## config.mk

```make
export PLATFORM = sky130hd
export DESIGN_NAME = adc_result_accum
export DESIGN_NICKNAME = d
export VERILOG_FILES = /design/src/rtl/adc_accum_pkg.sv /design/src/rtl/accum_bus_decode.sv /design/src/rtl/accum_value_path.sv /design/src/rtl/accum_sample_counter.sv /design/src/rtl/adc_result_accum.sv
export SDC_FILE = /design/constraint.sdc
export NUM_CORES = 1
export LEC_CHECK = 0
export BUFFER_PORTS_ARGS = -buffer_cell sky130_fd_sc_hd__buf_2
export CORE_MARGIN = 2
export CORE_UTILIZATION = 56
export DETAILED_ROUTE_END_ITERATION = 8
export GPL_TIMING_DRIVEN = 0
export MAX_ROUTING_LAYER = met4
export PLACE_DENSITY = 0.82
export SYNTH_ARGS = -nofsm -noshare
export SYNTH_HDL_FRONTEND = slang
export SYNTH_SLANG_ARGS = --single-unit
```

## constraint.sdc

```tcl
create_clock -name clk -period 2.75 [get_ports clk]
set_clock_uncertainty 0.1 [all_clocks]
set_input_delay 0.55 -clock clk [delete_from_list [all_inputs] [get_ports clk]]
set_output_delay 0.55 -clock clk [all_outputs]
set_load 0.05 [all_outputs]
```

## src/rtl/adc_accum_pkg.sv

```systemverilog
`timescale 1ns/1ps
package adc_accum_pkg;
    localparam int unsigned WORD_W  = 32;
    localparam int unsigned SMP_W   = 12;
    localparam int unsigned SUM_W   = 18;
    localparam int unsigned CNT_W   = 5;
    localparam int unsigned FLAG_POS = 31;
    localparam int unsigned ACC_POS  = 29;
    localparam int unsigned CNT_POS  = 24;

    typedef enum logic [1:0] {
        OP_LOAD   = 2'd0,
        OP_SET    = 2'd1,
        OP_CLEAR  = 2'd2,
        OP_INVERT = 2'd3
    } wr_op_e;

    typedef struct packed {
        logic             acc_en;
        logic [CNT_W-1:0] n_smp;
        logic [SUM_W-1:0] sum;
    } cfg_t;
endpackage

```

## src/rtl/accum_bus_decode.sv

```systemverilog
`timescale 1ns/1ps
module accum_bus_decode
    import adc_accum_pkg::*;
#(
    parameter int unsigned ADDR_W = 4
) (
    input  logic              wr_en,
    input  logic [ADDR_W-1:0] wr_addr,
    input  logic [WORD_W-1:0] wr_data,
    input  cfg_t              cur_cfg,
    output logic              hit,
    output cfg_t              nxt_cfg
);
    logic          hi_zero;
    wr_op_e        op;
    logic [WORD_W-1:0] cur_w;
    logic [WORD_W-1:0] new_w;

    generate
        if (ADDR_W > 4) begin : g_hi
            assign hi_zero = (wr_addr[ADDR_W-1:4] == '0);
        end else begin : g_nohi
            assign hi_zero = 1'b1;
        end
    endgenerate

    assign op  = wr_op_e'(wr_addr[3:2]);
    assign hit = wr_en && hi_zero && (wr_addr[1:0] == 2'b00);

    always_comb begin
        cur_w = '0;
        cur_w[ACC_POS]             = cur_cfg.acc_en;
        cur_w[CNT_POS +: CNT_W]    = cur_cfg.n_smp;
        cur_w[SUM_W-1:0]           = cur_cfg.sum;
        unique case (op)
            OP_LOAD:   new_w = wr_data;
            OP_SET:    new_w = cur_w | wr_data;
            OP_CLEAR:  new_w = cur_w & ~wr_data;
            default:   new_w = cur_w ^ wr_data;
        endcase
        nxt_cfg.acc_en = new_w[ACC_POS];
        nxt_cfg.n_smp  = new_w[CNT_POS +: CNT_W];
        nxt_cfg.sum    = new_w[SUM_W-1:0];
    end
endmodule

```

## src/rtl/accum_value_path.sv

```systemverilog
`timescale 1ns/1ps
module accum_value_path
    import adc_accum_pkg::*;
(
    input  logic             clk,
    input  logic             rst_n,
    input  logic             bus_hit,
    input  cfg_t             bus_cfg,
    input  logic             conv_ok,
    input  logic [SMP_W-1:0] sample,
    output cfg_t             cfg,
    output logic             flag
);
    typedef struct packed {
        cfg_t cfg;
        logic flag;
    } vstate_t;

    localparam int unsigned PAD_W = SUM_W - SMP_W;

    vstate_t          st_d, st_q;
    logic [SUM_W-1:0] smp_ext;

    assign smp_ext = {{PAD_W{1'b0}}, sample};

    always_comb begin
        st_d = st_q;
        if (bus_hit) begin
            st_d.cfg = bus_cfg;
        end else if (conv_ok) begin
            st_d.flag = ~st_q.flag;
            if (st_q.cfg.acc_en) begin
                st_d.cfg.sum = st_q.cfg.sum + smp_ext;
            end else begin
                st_d.cfg.sum = smp_ext;
            end
        end
    end

    always_ff @(posedge clk or negedge rst_n) begin
        if (!rst_n) st_q <= '0;
        else        st_q <= st_d;
    end

    assign cfg  = st_q.cfg;
    assign flag = st_q.flag;


    overwrite_chk: assert property (@(posedge clk) disable iff (!rst_n)
        (conv_ok && !bus_hit && !st_q.cfg.acc_en) |=> (st_q.cfg.sum == $past(smp_ext)));


    flag_flip_chk: assert property (@(posedge clk) disable iff (!rst_n)
        (conv_ok && !bus_hit) |=> (st_q.flag != $past(st_q.flag)));


    flag_hold_chk: assert property (@(posedge clk) disable iff (!rst_n)
        !(conv_ok && !bus_hit) |=> $stable(st_q.flag));
endmodule

```

## src/rtl/accum_sample_counter.sv

```systemverilog
`timescale 1ns/1ps
module accum_sample_counter
    import adc_accum_pkg::*;
(
    input  logic             clk,
    input  logic             rst_n,
    input  logic             restart,
    input  logic             conv_ok,
    input  logic [CNT_W-1:0] n_smp,
    input  logic             irq_ack,
    output logic             irq
);
    localparam int unsigned EXT_W = CNT_W + 1;

    typedef struct packed {
        logic [CNT_W-1:0] cnt;
        logic             irq;
    } cstate_t;

    cstate_t          st_d, st_q;
    logic [EXT_W-1:0] target;
    logic [EXT_W-1:0] cnt_inc;
    logic             done;

    assign target  = (n_smp == '0) ? EXT_W'(1) : {1'b0, n_smp};
    assign cnt_inc = {1'b0, st_q.cnt} + EXT_W'(1);

    always_comb begin
        st_d = st_q;
        done = 1'b0;
        if (restart) begin
            st_d.cnt = '0;
        end else if (conv_ok) begin
            if (cnt_inc >= target) begin
                st_d.cnt = '0;
                done     = 1'b1;
            end else begin
                st_d.cnt = cnt_inc[CNT_W-1:0];
            end
        end
        if (done)         st_d.irq = 1'b1;
        else if (irq_ack) st_d.irq = 1'b0;
    end

    always_ff @(posedge clk or negedge rst_n) begin
        if (!rst_n) st_q <= '0;
        else        st_q <= st_d;
    end

    assign irq = st_q.irq;


    cnt_range_chk: assert property (@(posedge clk) disable iff (!rst_n)
        ({1'b0, st_q.cnt} < target));


    irq_sticky_chk: assert property (@(posedge clk) disable iff (!rst_n)
        (st_q.irq && !irq_ack) |=> st_q.irq);


    irq_ack_chk: assert property (@(posedge clk) disable iff (!rst_n)
        (irq_ack && !conv_ok) |=> !st_q.irq);
endmodule

```

## src/rtl/adc_result_accum.sv

```systemverilog
`timescale 1ns/1ps
module adc_result_accum
    import adc_accum_pkg::*;
#(
    parameter int unsigned ADDR_W = 4
) (
    input  logic              clk,
    input  logic              rst_n,
    input  logic              wr_en,
    input  logic [ADDR_W-1:0] wr_addr,
    input  logic [31:0]       wr_data,
    output logic [31:0]       rd_data,
    input  logic              conv_done,
    input  logic [11:0]       conv_sample,
    input  logic              irq_ack,
    output logic              irq
);
    logic hit;
    logic conv_ok;
    logic flag;
    cfg_t bus_cfg;
    cfg_t cfg;

    accum_bus_decode #(.ADDR_W(ADDR_W)) i_decode (
        .wr_en   (wr_en),
        .wr_addr (wr_addr),
        .wr_data (wr_data),
        .cur_cfg (cfg),
        .hit     (hit),
        .nxt_cfg (bus_cfg)
    );

    assign conv_ok = conv_done && !hit;

    accum_value_path i_value (
        .clk     (clk),
        .rst_n   (rst_n),
        .bus_hit (hit),
        .bus_cfg (bus_cfg),
        .conv_ok (conv_ok),
        .sample  (conv_sample),
        .cfg     (cfg),
        .flag    (flag)
    );

    accum_sample_counter i_counter (
        .clk     (clk),
        .rst_n   (rst_n),
        .restart (hit),
        .conv_ok (conv_ok),
        .n_smp   (cfg.n_smp),
        .irq_ack (irq_ack),
        .irq     (irq)
    );

    always_comb begin
        rd_data = '0;
        rd_data[FLAG_POS]          = flag;
        rd_data[ACC_POS]           = cfg.acc_en;
        rd_data[CNT_POS +: CNT_W]  = cfg.n_smp;
        rd_data[SUM_W-1:0]         = cfg.sum;
    end


    load_wins_chk: assert property (@(posedge clk) disable iff (!rst_n)
        (wr_en && wr_addr == '0) |=> (rd_data[SUM_W-1:0] == $past(wr_data[SUM_W-1:0])));
endmodule

```

## Word level (Yosys, flattened, before mapping)

Cells that the tools add are included.

- Flip-flop bits (word level): 31
- Bits of input ports: 53
- Output and inout port bits: 33
- Logic and storage cells: 39

- Add/sub/neg operators: 2
- $lt $le $gt $ge: 1
- Equality and inequality tests: 2
- Muxes and demuxes: 13
- Bitwise gates (word level): 6
- Reductions and logical operators: 9

Operators with widths:

| operator | count |
|---|---|
| case mux 30 bit (3 select lines) | 1 |
| two-way mux 18 bit | 2 |
| AND 30 bit | 1 |
| NOT 30 bit | 1 |
| bitwise OR 30 bit | 1 |
| XOR 30 bit | 1 |
| two-way mux 5 bit | 4 |
| two-way mux 19 bit | 1 |
| adder 18 x 12 -> 18 bit | 1 |
| adder 5 x 1 -> 6 bit, second input constant | 1 |
| >= comparator 6 bit | 1 |
| zero test 5 bit | 1 |
| two-way mux 1 bit | 5 |
| zero test 2 bit | 2 |
| nonzero test 2 bit | 2 |
| equality test 2 x 1 -> 1 bit, second input constant | 1 |
| equality test 2 bit, second input constant | 1 |
| logical AND 1 bit | 2 |
| NOT 1 bit | 2 |
| AND reduction 2 bit | 1 |
| zero test 1 bit | 1 |

## Logic depth before layout (Yosys ltp)

Gate-level depths: netlist of the first run.

- Depth after elaboration: 7
- Mapped depth: 9
- Mapped depth without buffers: 9

## By module

From an unflattened synthesis of the first run, not the netlist that was laid out.

- Cells, all modules: 424
- Area total of the unflattened synthesis: 3,936.3 um^2

Modules (own cells, without submodules):

| module | instances | cells each | area each (um^2) | seq. area each (um^2) |
|---|---|---|---|---|
| accum_value_path | 1 | 216 | 1,906.8 | 625.6 |
| accum_bus_decode | 1 | 151 | 1,502.7 | 0.0 |
| accum_sample_counter | 1 | 47 | 449.2 | 150.1 |
| adc_result_accum | 1 | 10 | 77.6 | 0.0 |

## Worst setup path after synthesis of the first run

No wires, ideal clock.

- Path kind: register to register
- From: register i_value.st_q (netlist bit i_value.cfg[0])
- To: register i_value.st_q (netlist bit i_value.cfg[10])
- Setup time: 0.128 ns
- Arrival time: 2.305 ns
- Required time: 2.522 ns
- Setup slack: 0.217 ns
- Cell stages (with the launch flop): 9
- Buffers on the path: 0
- Period minus slack after synthesis: 2.533 ns
- Cells stage by stage: dfrtp_1 ha_1 fa_1 a21oi_1 o211ai_1 a31o_2 a21oi_1 xor2_1 o22ai_1

- Longest elaborated chain between the ends: 4

Ends and longest elaborated chain:

| what | line | text |
|---|---|---|
| start, declared | accum_value_path.sv:21 | `vstate_t st_d, st_q;` |
| start signal, assigned | accum_value_path.sv:42 | `else st_q <= st_d;` |
| adder 18 x 12 -> 18 bit | accum_value_path.sv:33 | `st_d.cfg.sum = st_q.cfg.sum + smp_ext;` |
| two-way mux 18 bit | accum_value_path.sv:32 | `if (st_q.cfg.acc_en) begin` |
| two-way mux 19 bit | accum_value_path.sv:30 | `end else if (conv_ok) begin` |
| two-way mux 18 bit | accum_value_path.sv:28 | `if (bus_hit) begin` |

Every way passes these cells. The select of a mux whose other input is x is not followed.
A chain may end at the register's enable or synchronous reset.

## Worst setup path after layout of the first run

Ends and elaborated chain as after synthesis.

==> flow_summary.json, run 1 <==
{
  "clock-root-buffer": "clkbuf_8",
  "powerDensity_nw_per_um2": 633,
  "postCtsSetupBuffers": 0,
  "grt_first_pass_wirelength_mm": 15.4,
  "dp_slack_ns": 0.0796,
  "finalSetupViolations": 0,
  "mostFrequentLayoutCells": "76 x buf_2, 71 x inv_1, 66 x ha_1",
  "firstDrtPassIters": 5,
  "cap_violations": 0,
  "startpoint": "i_value.cfg[0]",
  "reg2reg_slack_ns": 0.24,
  "h-tree-depth": 2,
  "drt-total-wl_mm": 9.18,
  "seq_area_frac_synth": 0.208,
  "num_rows": 29,
  "syn_area_sq_um": 3730,
  "hold_violations": 0,
  "holdWs_ns": 0.227,
  "nNetsFinal": 631,
  "endpoint_kind": "flop",
  "synth_ff_type": "dfrtp_1",
  "rsz0062_at_grt": "no",
  "grt_pass1_vias": 3351,
  "dp_hpwl_mm": 6.93,
  "ant_nets": 0,
  "numPortBuffers": 69,
  "die_w_um": 85.6,
  "cts_buffer_depth": 2,
  "start_util": 0.584,
  "r2r-end": "i_value.cfg[10]",
  "synth_cell_types": 51,
  "r2r-start": "i_value.cfg[0]",
  "finalPower_mw": 2.73,
  "die_area_sq_um": 7330,
  "ys_warn_count": 0,
  "clock_latency_ns": 0.29,
  "crit_arrival_ns": 2.58,
  "post_cts_resize_count": 0,
  "min-delay-path-class": "in2async",
  "antenna_found_initial": 0,
  "worst_slew_pin_slew_ns": 0.777,
  "path_class": "reg2reg",
  "postSynthCellCount": 429,
  "syn_avg_cell_area_sq_um": 8.69,
  "min_period_ns": 2.51,
  "synth_edf_count": 0,
  "finalCritPeriodShare": 0.912,
  "coreArea_sq_um": 6390,
  "place_congestion": 0.876,
  "drive_gt1_frac": 0.242,
  "p_leak_nw": 2.22,
  "clkTransAtPathRegs_ns": 0.08,
  "outcome": "complete, no violations",
  "final_common_cell": "buf_2",
  "grt_overflow": 0,
  "ys_ff_latch": 31,
  "n_antenna_cell": 0,
  "fp.dieH_um": 85.6,
  "grt_max_degree": 32,
  "cts_tree": "done",
  "worst_ep_required_time_ns": 2.82,
  "route.detailed.drc": 0,
  "vias": 3393,
  "r2r_cells": 8,
  "drt-initial-drc-count": 211,
  "areaGrowthSynthToFinish_pct": 15.6,
  "hold_buffers": 0,
  "routedWlPerCell_um": 15.6,
  "max_slew_margin": 0.482,
  "cts_made_buffers": 5,
  "synth-async-reset-ratio": 1.00,
  "fin_util": 0.675,
  "endpoint": "i_value.cfg[10]",
  "io_pins": 86,
  "fmax_ghz": 0.399,
  "clkSinkCount": 31,
  "worst_slack_ns": 0.243,
  "tns_ns": 0,
  "peakVddDrop_mv": 0.520,
  "via_per_inst": 5.76,
  "crit_fanout": 5,
  "grt_usage": 0.270,
  "slew_violations": 0,
  "critPathLaunchType": "flop"
}
## state kept, by name, summed over array words and instances (netlist names)
name / count
i_counter.st_q: 5
i_value.flag: 1
i_counter.irq: 1
i_value.cfg: 24
## stage by stage
| stage | cell area (sq um) | instances |
|---|---|---|
| final | 4310 | 589 |
| after global routing | 4310 | 589 |
| after CTS | 4310 | 589 |
| after detailed placement | 4190 | 581 |
| after global placement | 4190 | 581 |
| after floorplan | 3750 | 435 |
## where the power goes
| part | switching (mW) | leakage, nW | internal, mW | total [mW] |
|---|---|---|---|---|
| combinational | 0.933 | 1.77 | 0.585 | 1.52 |
| sequential | 0.157 | 0.387 | 0.565 | 0.721 |
| clock | 0.199 | 0.0612 | 0.293 | 0.492 |
| total | 1.29 | 2.22 | 1.44 | 2.73 |
## critical path, cell delays in order (launching register included)
cell,delay [ns]
dfrtp_1,0.43
ha_1,0.26
fa_1,0.42
a21oi_1,0.25
o211ai_1,0.20
a31o_2,0.28
a21oi_1,0.16
xor2_1,0.18
o22ai_1,0.10
## synthesized netlist by cell type, types with 2 or more instances
library cell	instances	area (sq um)
inv_1	71	267
ha_1	66	826
o21ai_0	38	190
nand2_1	32	120
dfrtp_1	31	776
a21oi_1	26	130
nor2_1	19	71.3
mux4_2	16	360
a211oi_1	9	67.6
buf_4	8	60.1
o211ai_1	8	60.1
xnor2_1	8	70.1
buf_2	7	35.0
clkbuf_1	7	26.3
o22ai_1	7	43.8
nand3_1	6	30.0
xor2_1	6	52.6
a21o_1	4	30.0
a221oi_1	4	35.0
and3_1	4	25.0
clkbuf_8	4	55.1
o31ai_1	4	30.0
mux2i_1	3	30.0
nor2b_1	3	18.8
nor3_1	3	15.0
nor4_1	3	18.8
o21a_1	3	22.5
a221o_1	2	20.0
nand4_1	2	12.5
o311ai_1	2	17.5
or2_2	2	12.5
or4_1	2	15.0
## logic make-up (layout without fill, tap and decap cells)
| logic type | after synthesis | in the layout | synth area share |
|---|---|---|---|
| xor gates and xnor gates | 14 | 14 | 0.0329 |
| muxes | 20 | 20 | 0.112 |
| DFF | 31 | 31 | 0.208 |
| and+or+nand+nor | 81 | 81 | 0.102 |
| adders and majority gates | 67 | 67 | 0.227 |
| other | 1 | 7 | 0.00101 |
| AOI/OAI and AO/OA | 117 | 117 | 0.198 |
| buffers and inverters | 98 | 175 | 0.120 |
## cell type report
class | count | area [sq um]
plain buffers | 26 | 176
fillers | 543 | 2070
multi-input cells | 306 | 2530
inverters | 72 | 270
flip-flops and latches | 31 | 776
repair buffers | 69 | 345
clock buffers | 6 | 82.6
well taps | 77 | 96.3
clock inverters | 2 | 35.0
## worst min path at each step
stage            startpoint              end  slack, ns  depth (start not counted)
2_1_floorplan         rst_n    i_counter.irq       0.15                          0
3_3_place_gp   i_value.flag     i_value.flag       0.36                          1
3_5_place_dp   i_value.flag     i_value.flag       0.39                          1
4_1_cts               rst_n  i_value.cfg[14]       0.25                          1
5_1_grt               rst_n  i_value.cfg[14]       0.28                          1
6_report              rst_n  i_value.cfg[16]       0.23                          1
## routing by layer
metal	wire length, um	GRT usage
met5	0	-
met4	116	0.0924
met3	449	0.0385
met2	4650	0.457
met1	3970	0.331
(Power assumes the default switching activity.)
==> inputs of run 2 (changes only) <==
--- a/config.mk
+++ b/config.mk
@@ -7,11 +7,13 @@
 export LEC_CHECK = 0
 export BUFFER_PORTS_ARGS = -buffer_cell sky130_fd_sc_hd__buf_2
 export CORE_MARGIN = 2
-export CORE_UTILIZATION = 56
+export CORE_UTILIZATION = 57
+export CTS_BUF_LIST = sky130_fd_sc_hd__clkbuf_8
 export DETAILED_ROUTE_END_ITERATION = 8
 export GPL_TIMING_DRIVEN = 0
 export MAX_ROUTING_LAYER = met4
-export PLACE_DENSITY = 0.82
+export PLACE_DENSITY = 0.84
 export SYNTH_ARGS = -nofsm -noshare
 export SYNTH_HDL_FRONTEND = slang
 export SYNTH_SLANG_ARGS = --single-unit
+export TNS_END_PERCENT = 1
==> run 2 against run 1 <==
- critical path depth unchanged
- combinational power barely moved
- utilization barely moved
- sequential power hardly changed
- routed wire length increased by 1.4%
- clock power down 22%
- sequential cell count is the same
- worst setup slack lost 0.11 ns
- die area is 1.7% lower
- hold slack better by 0.0080 ns
- critical path type unchanged
- highest routed layer unchanged
==> flow_summary.json, run 2 (synthesis results as in run 1) <==
{
  "h-tree-depth": 2,
  "place_congestion": 0.845,
  "reg2reg_slack_ns": 0.13,
  "r2r_cells": 8,
  "endpoint_kind": "flop",
  "powerDensity_nw_per_um2": 616,
  "slew_violations": 0,
  "numPortBuffers": 69,
  "rsz0062_at_grt": "no",
  "tns_ns": 0,
  "die_w_um": 84.9,
  "critPathLaunchType": "flop",
  "n_antenna_cell": 0,
  "cts_buffer_depth": 2,
  "start_util": 0.587,
  "cts_made_buffers": 5,
  "crit_fanout": 6,
  "outcome": "complete, no violations",
  "post_cts_resize_count": 0,
  "path_class": "reg2reg",
  "p_leak_nw": 2.20,
  "r2r-end": "i_counter.st_q[3]",
  "crit_arrival_ns": 2.69,
  "clkTransAtPathRegs_ns": 0.07,
  "routedWlPerCell_um": 15.8,
  "drive_gt1_frac": 0.243,
  "grt_first_pass_wirelength_mm": 15.8,
  "vias": 3490,
  "grt_usage": 0.276,
  "fmax_ghz": 0.382,
  "hold_buffers": 0,
  "final_common_cell": "buf_2",
  "worst_slew_pin_slew_ns": 0.781,
  "worst_slack_ns": 0.134,
  "coreArea_sq_um": 6350,
  "drt-total-wl_mm": 9.31,
  "grt_pass1_vias": 3611,
  "startpoint": "i_value.cfg[21]",
  "max_slew_margin": 0.479,
  "areaGrowthSynthToFinish_pct": 14.9,
  "min_period_ns": 2.62,
  "io_pins": 86,
  "largest_register_ffs": 24,
  "via_per_inst": 5.94,
  "finalCritPeriodShare": 0.951,
  "grt_overflow": 0,
  "clock_latency_ns": 0.29,
  "dp_slack_ns": 0.0472,
  "peakVddDrop_mv": 0.510,
  "postCtsSetupBuffers": 0,
  "finalSetupViolations": 0,
  "cts_tree": "done",
  "die_area_sq_um": 7210,
  "drt-initial-drc-count": 197,
  "dp_hpwl_mm": 7.08,
  "nNetsFinal": 631,
  "finalPower_mw": 2.64,
  "num_rows": 29,
  "min-delay-path-class": "in2async",
  "route.detailed.drc": 0,
  "grt_max_degree": 32,
  "fin_util": 0.675,
  "hold_violations": 0,
  "r2r-start": "i_value.cfg[21]",
  "firstDrtPassIters": 4,
  "antenna_found_initial": 0,
  "worst_ep_required_time_ns": 2.83,
  "ant_nets": 0,
  "cap_violations": 0,
  "fp.dieH_um": 84.9,
  "holdWs_ns": 0.235,
  "mostFrequentLayoutCells": "76 x buf_2, 71 x inv_1, 66 x ha_1",
  "clkSinkCount": 31,
  "clock-root-buffer": "clkbuf_8"
}
[run 2: metal layers]
layer | wire (um) | share of wire | track usage | up-vias
met3 | 486 | 0.052 | 0.0379 | 19
met5 | 0 | 0 | - | -
met2 | 4850 | 0.52 | 0.480 | 116
met1 | 3800 | 0.41 | 0.328 | 1705
met4 | 167 | 0.018 | 0.0967 | 0
li1 | - | - | - | 1650
[run 2: worst max-delay path by stage]
stage | endpoint | cells past startpoint | slack (ns)
floorplan | i_value.cfg[10] | 8 | 0.22
global placement | i_value.cfg[10] | 9 | 0.08
detailed placement | i_value.cfg[10] | 9 | 0.05
CTS | i_counter.st_q[3] | 8 | 0.13
global route | i_counter.st_q[3] | 8 | 0.06
finish | i_counter.st_q[3] | 8 | 0.13
[run 2: metrics by stage]
stage                     cells  cell area, sq um
after floorplan             435              3750
after global placement      581              4190
after detailed placement    581              4190
after CTS                   588              4280
after global routing        588              4290
final                       588              4290
[run 2: critical path, cell delays in order, from the launching register on]
cell      delay (ns)
dfrtp_1         0.45
o41ai_1         0.44
ha_1            0.32
nand2b_1        0.15
a21o_1          0.18
a211oi_1        0.22
o221a_2         0.30
nor2_1          0.06
nor4_1          0.30
[run 2: layout make-up]
cell class / instances / area, sq um
buffer: 26 / 176
clock buffer: 6 / 82.6
clock inverter: 1 / 5.00
fill: 523 / 2060
inverter: 72 / 270
multi-input combinational: 306 / 2530
sequential: 31 / 776
tap: 77 / 96.3
timing repair buffer: 69 / 345
[run 2: where the power goes]
group          internal (mW)  total [mW]  switching, mW
clock network          0.197       0.384          0.187
logic                  0.590        1.54          0.947
registers              0.565       0.720          0.155
==> inputs of run 3 (changes only) <==
==> constraint.sdc (replaced) <==
create_clock -name clk -period 2.8 [get_ports clk]
set_clock_uncertainty 0.1 [all_clocks]
set_input_delay 0.56 -clock clk [delete_from_list [all_inputs] [get_ports clk]]
set_output_delay 0.56 -clock clk [all_outputs]
set_load 0.05 [all_outputs]
==> run 3 against run 2 <==
- first-iteration DRC count is 3.0% lower
- via count is 0.26% higher
- non-clock buffer count stayed put
- critical path depth stayed put
- critical path type unchanged
==> flow_summary.json, run 3 (synthesis results as in run 1) <==
{
  "start_util": 0.587,
  "antenna_found_initial": 0,
  "fin_area_sq_um": 4280,
  "cap_violations": 0,
  "clkTransAtPathRegs_ns": 0.07,
  "vias": 3499,
  "mostFrequentLayoutCells": "76 x buf_2, 71 x inv_1, 66 x ha_1",
  "dp_hpwl_mm": 7.08,
  "coreArea_sq_um": 6350,
  "endpoint_kind": "flop",
  "crit_fanout": 6,
  "intPower_mw": 1.33,
  "reg2reg_slack_ns": 0.19,
  "multiInputGateArea_sq_um": 2530,
  "path_class": "reg2reg",
  "areaGrowthSynthToFinish_pct": 14.8,
  "p_seq_frac": 0.273,
  "drive_gt1_frac": 0.241,
  "postCtsSetupBuffers": 0,
  "grt_overflow": 0,
  "critPathLaunchType": "flop",
  "path_cells": "o41ai_1 > ha_1 > nand2b_1 > a21o_1 > a211oi_1 > o221a_2 > nor2_1 > nor4_1",
  "crit_arrival_ns": 2.69,
  "drt-total-wl_mm": 9.29,
  "holdWs_ns": 0.236,
  "cts_buffer_depth": 2,
  "dp_slack_ns": 0.0872,
  "nNetsFinal": 631,
  "worst_slack_ns": 0.188,
  "worst_ep_required_time_ns": 2.88,
  "cts_tree": "done",
  "hold_violations": 0,
  "pwr-share-clk": 0.145,
  "max_slew_margin": 0.485,
  "num_rows": 29,
  "clkSinkCount": 31,
  "largest_register_ffs": 24,
  "min-delay-path-class": "in2async",
  "slowest_delay_ns": 0.44,
  "ant_nets": 0,
  "die_area_sq_um": 7210,
  "clock-root-buffer": "clkbuf_8",
  "peakVddDrop_mv": 0.500,
  "route.detailed.drc": 0,
  "tns_ns": 0,
  "routedWlPerCell_um": 15.8,
  "io_pins": 86,
  "slew_violations": 0,
  "rsz0062_at_grt": "no",
  "finalSetupViolations": 0,
  "fp.dieH_um": 84.9,
  "power_switching_mw": 1.26,
  "hold_buffers": 0,
  "fmax_ghz": 0.383,
  "grt_first_pass_wirelength_mm": 15.8,
  "switching_share": 0.488,
  "path_delay_family": "compound AO/OA/AOI/OAI gates",
  "outcome": "complete, no violations",
  "grt_max_degree": 32,
  "finalPower_mw": 2.59,
  "r2r_cells": 8,
  "r2r-start": "i_value.cfg[21]",
  "worst_path_max_delay_cell": "dfrtp_1",
  "clock_latency_ns": 0.29,
  "final_common_cell": "buf_2",
  "finalCritPeriodShare": 0.933,
  "h-tree-depth": 2,
  "r2r-end": "i_counter.st_q[3]",
  "post_cts_resize_count": 0,
  "firstDrtPassIters": 5,
  "grt_pass1_vias": 3611,
  "drt-initial-drc-count": 191,
  "p_leak_nw": 2.20,
  "cts_made_buffers": 5,
  "nFillCells": 525,
  "combPwrFrac": 0.582,
  "regArea_sq_um": 776,
  "place_congestion": 0.845,
  "path_buf_inv": 0,
  "n_antenna_cell": 0,
  "dpl_cell_area_sq_um": 4190,
  "grt_usage": 0.276,
  "numPortBuffers": 69,
  "via_per_inst": 5.95,
  "powerDensity_nw_per_um2": 605,
  "min_period_ns": 2.61,
  "worst_slew_pin_slew_ns": 0.773,
  "die_w_um": 84.9
}
[run 3: power groups by stage]
stage | combinational (mW) | sequential (mW) | clock, mW
CTS | 1.51 | 0.705 | 0.373
global placement | 1.42 | 0.703 | 0
global route | 1.66 | 0.725 | 0.394
finish | 1.51 | 0.707 | 0.376
detailed placement | 1.49 | 0.712 | 0
floorplan | 0.885 | 0.955 | 0
[run 3: worst max-delay path by stage]
stage	cells after the start	to	startpoint
after global placement	9	i_value.cfg[10]	conv_sample[0]
final	8	i_counter.st_q[3]	i_value.cfg[21]
after CTS	8	i_counter.st_q[3]	i_value.cfg[21]
after floorplan	8	i_value.cfg[10]	i_value.cfg[0]
after detailed placement	9	i_value.cfg[10]	conv_sample[0]
after global routing	8	i_value.cfg[10]	i_value.cfg[0]
[run 3: routing by layer]
metal,wire length [um],vias to the layer above,global-route usage,share of wire
met5,0,-,-,0
met4,180,0,0.0967,0.019
met3,497,22,0.0379,0.054
met2,4850,123,0.480,0.52
met1,3760,1702,0.328,0.41
li1,-,1652,-,-
[run 3: worst register-to-register path, cell delays in order (launching register included)]
cell and delay (ns):
dfrtp_1 0.44, o41ai_1 0.44, ha_1 0.32, nand2b_1 0.15, a21o_1 0.18, a211oi_1 0.22, o221a_2 0.30, nor2_1 0.06
nor4_1 0.30
[run 3: area by class of cell]
| cell class | instances | share of cell area |
|---|---|---|
| Multi-Input combinational cell | 306 | 0.591 |
| Sequential cell | 31 | 0.181 |
| Timing Repair Buffer | 69 | 0.0807 |
| Inverter | 72 | 0.0631 |
| Buffer | 26 | 0.0412 |
| Tap cell | 77 | 0.0225 |
| Clock buffer | 6 | 0.0193 |
| Clock inverter | 1 | 0.00117 |
[run 3: metrics by stage]
stage | util | std cells
floorplan | - | 435
global placement | 0.660 | 581
detailed placement | 0.660 | 581
CTS | 0.674 | 588
global route | 0.674 | 588
finish | 0.674 | 588
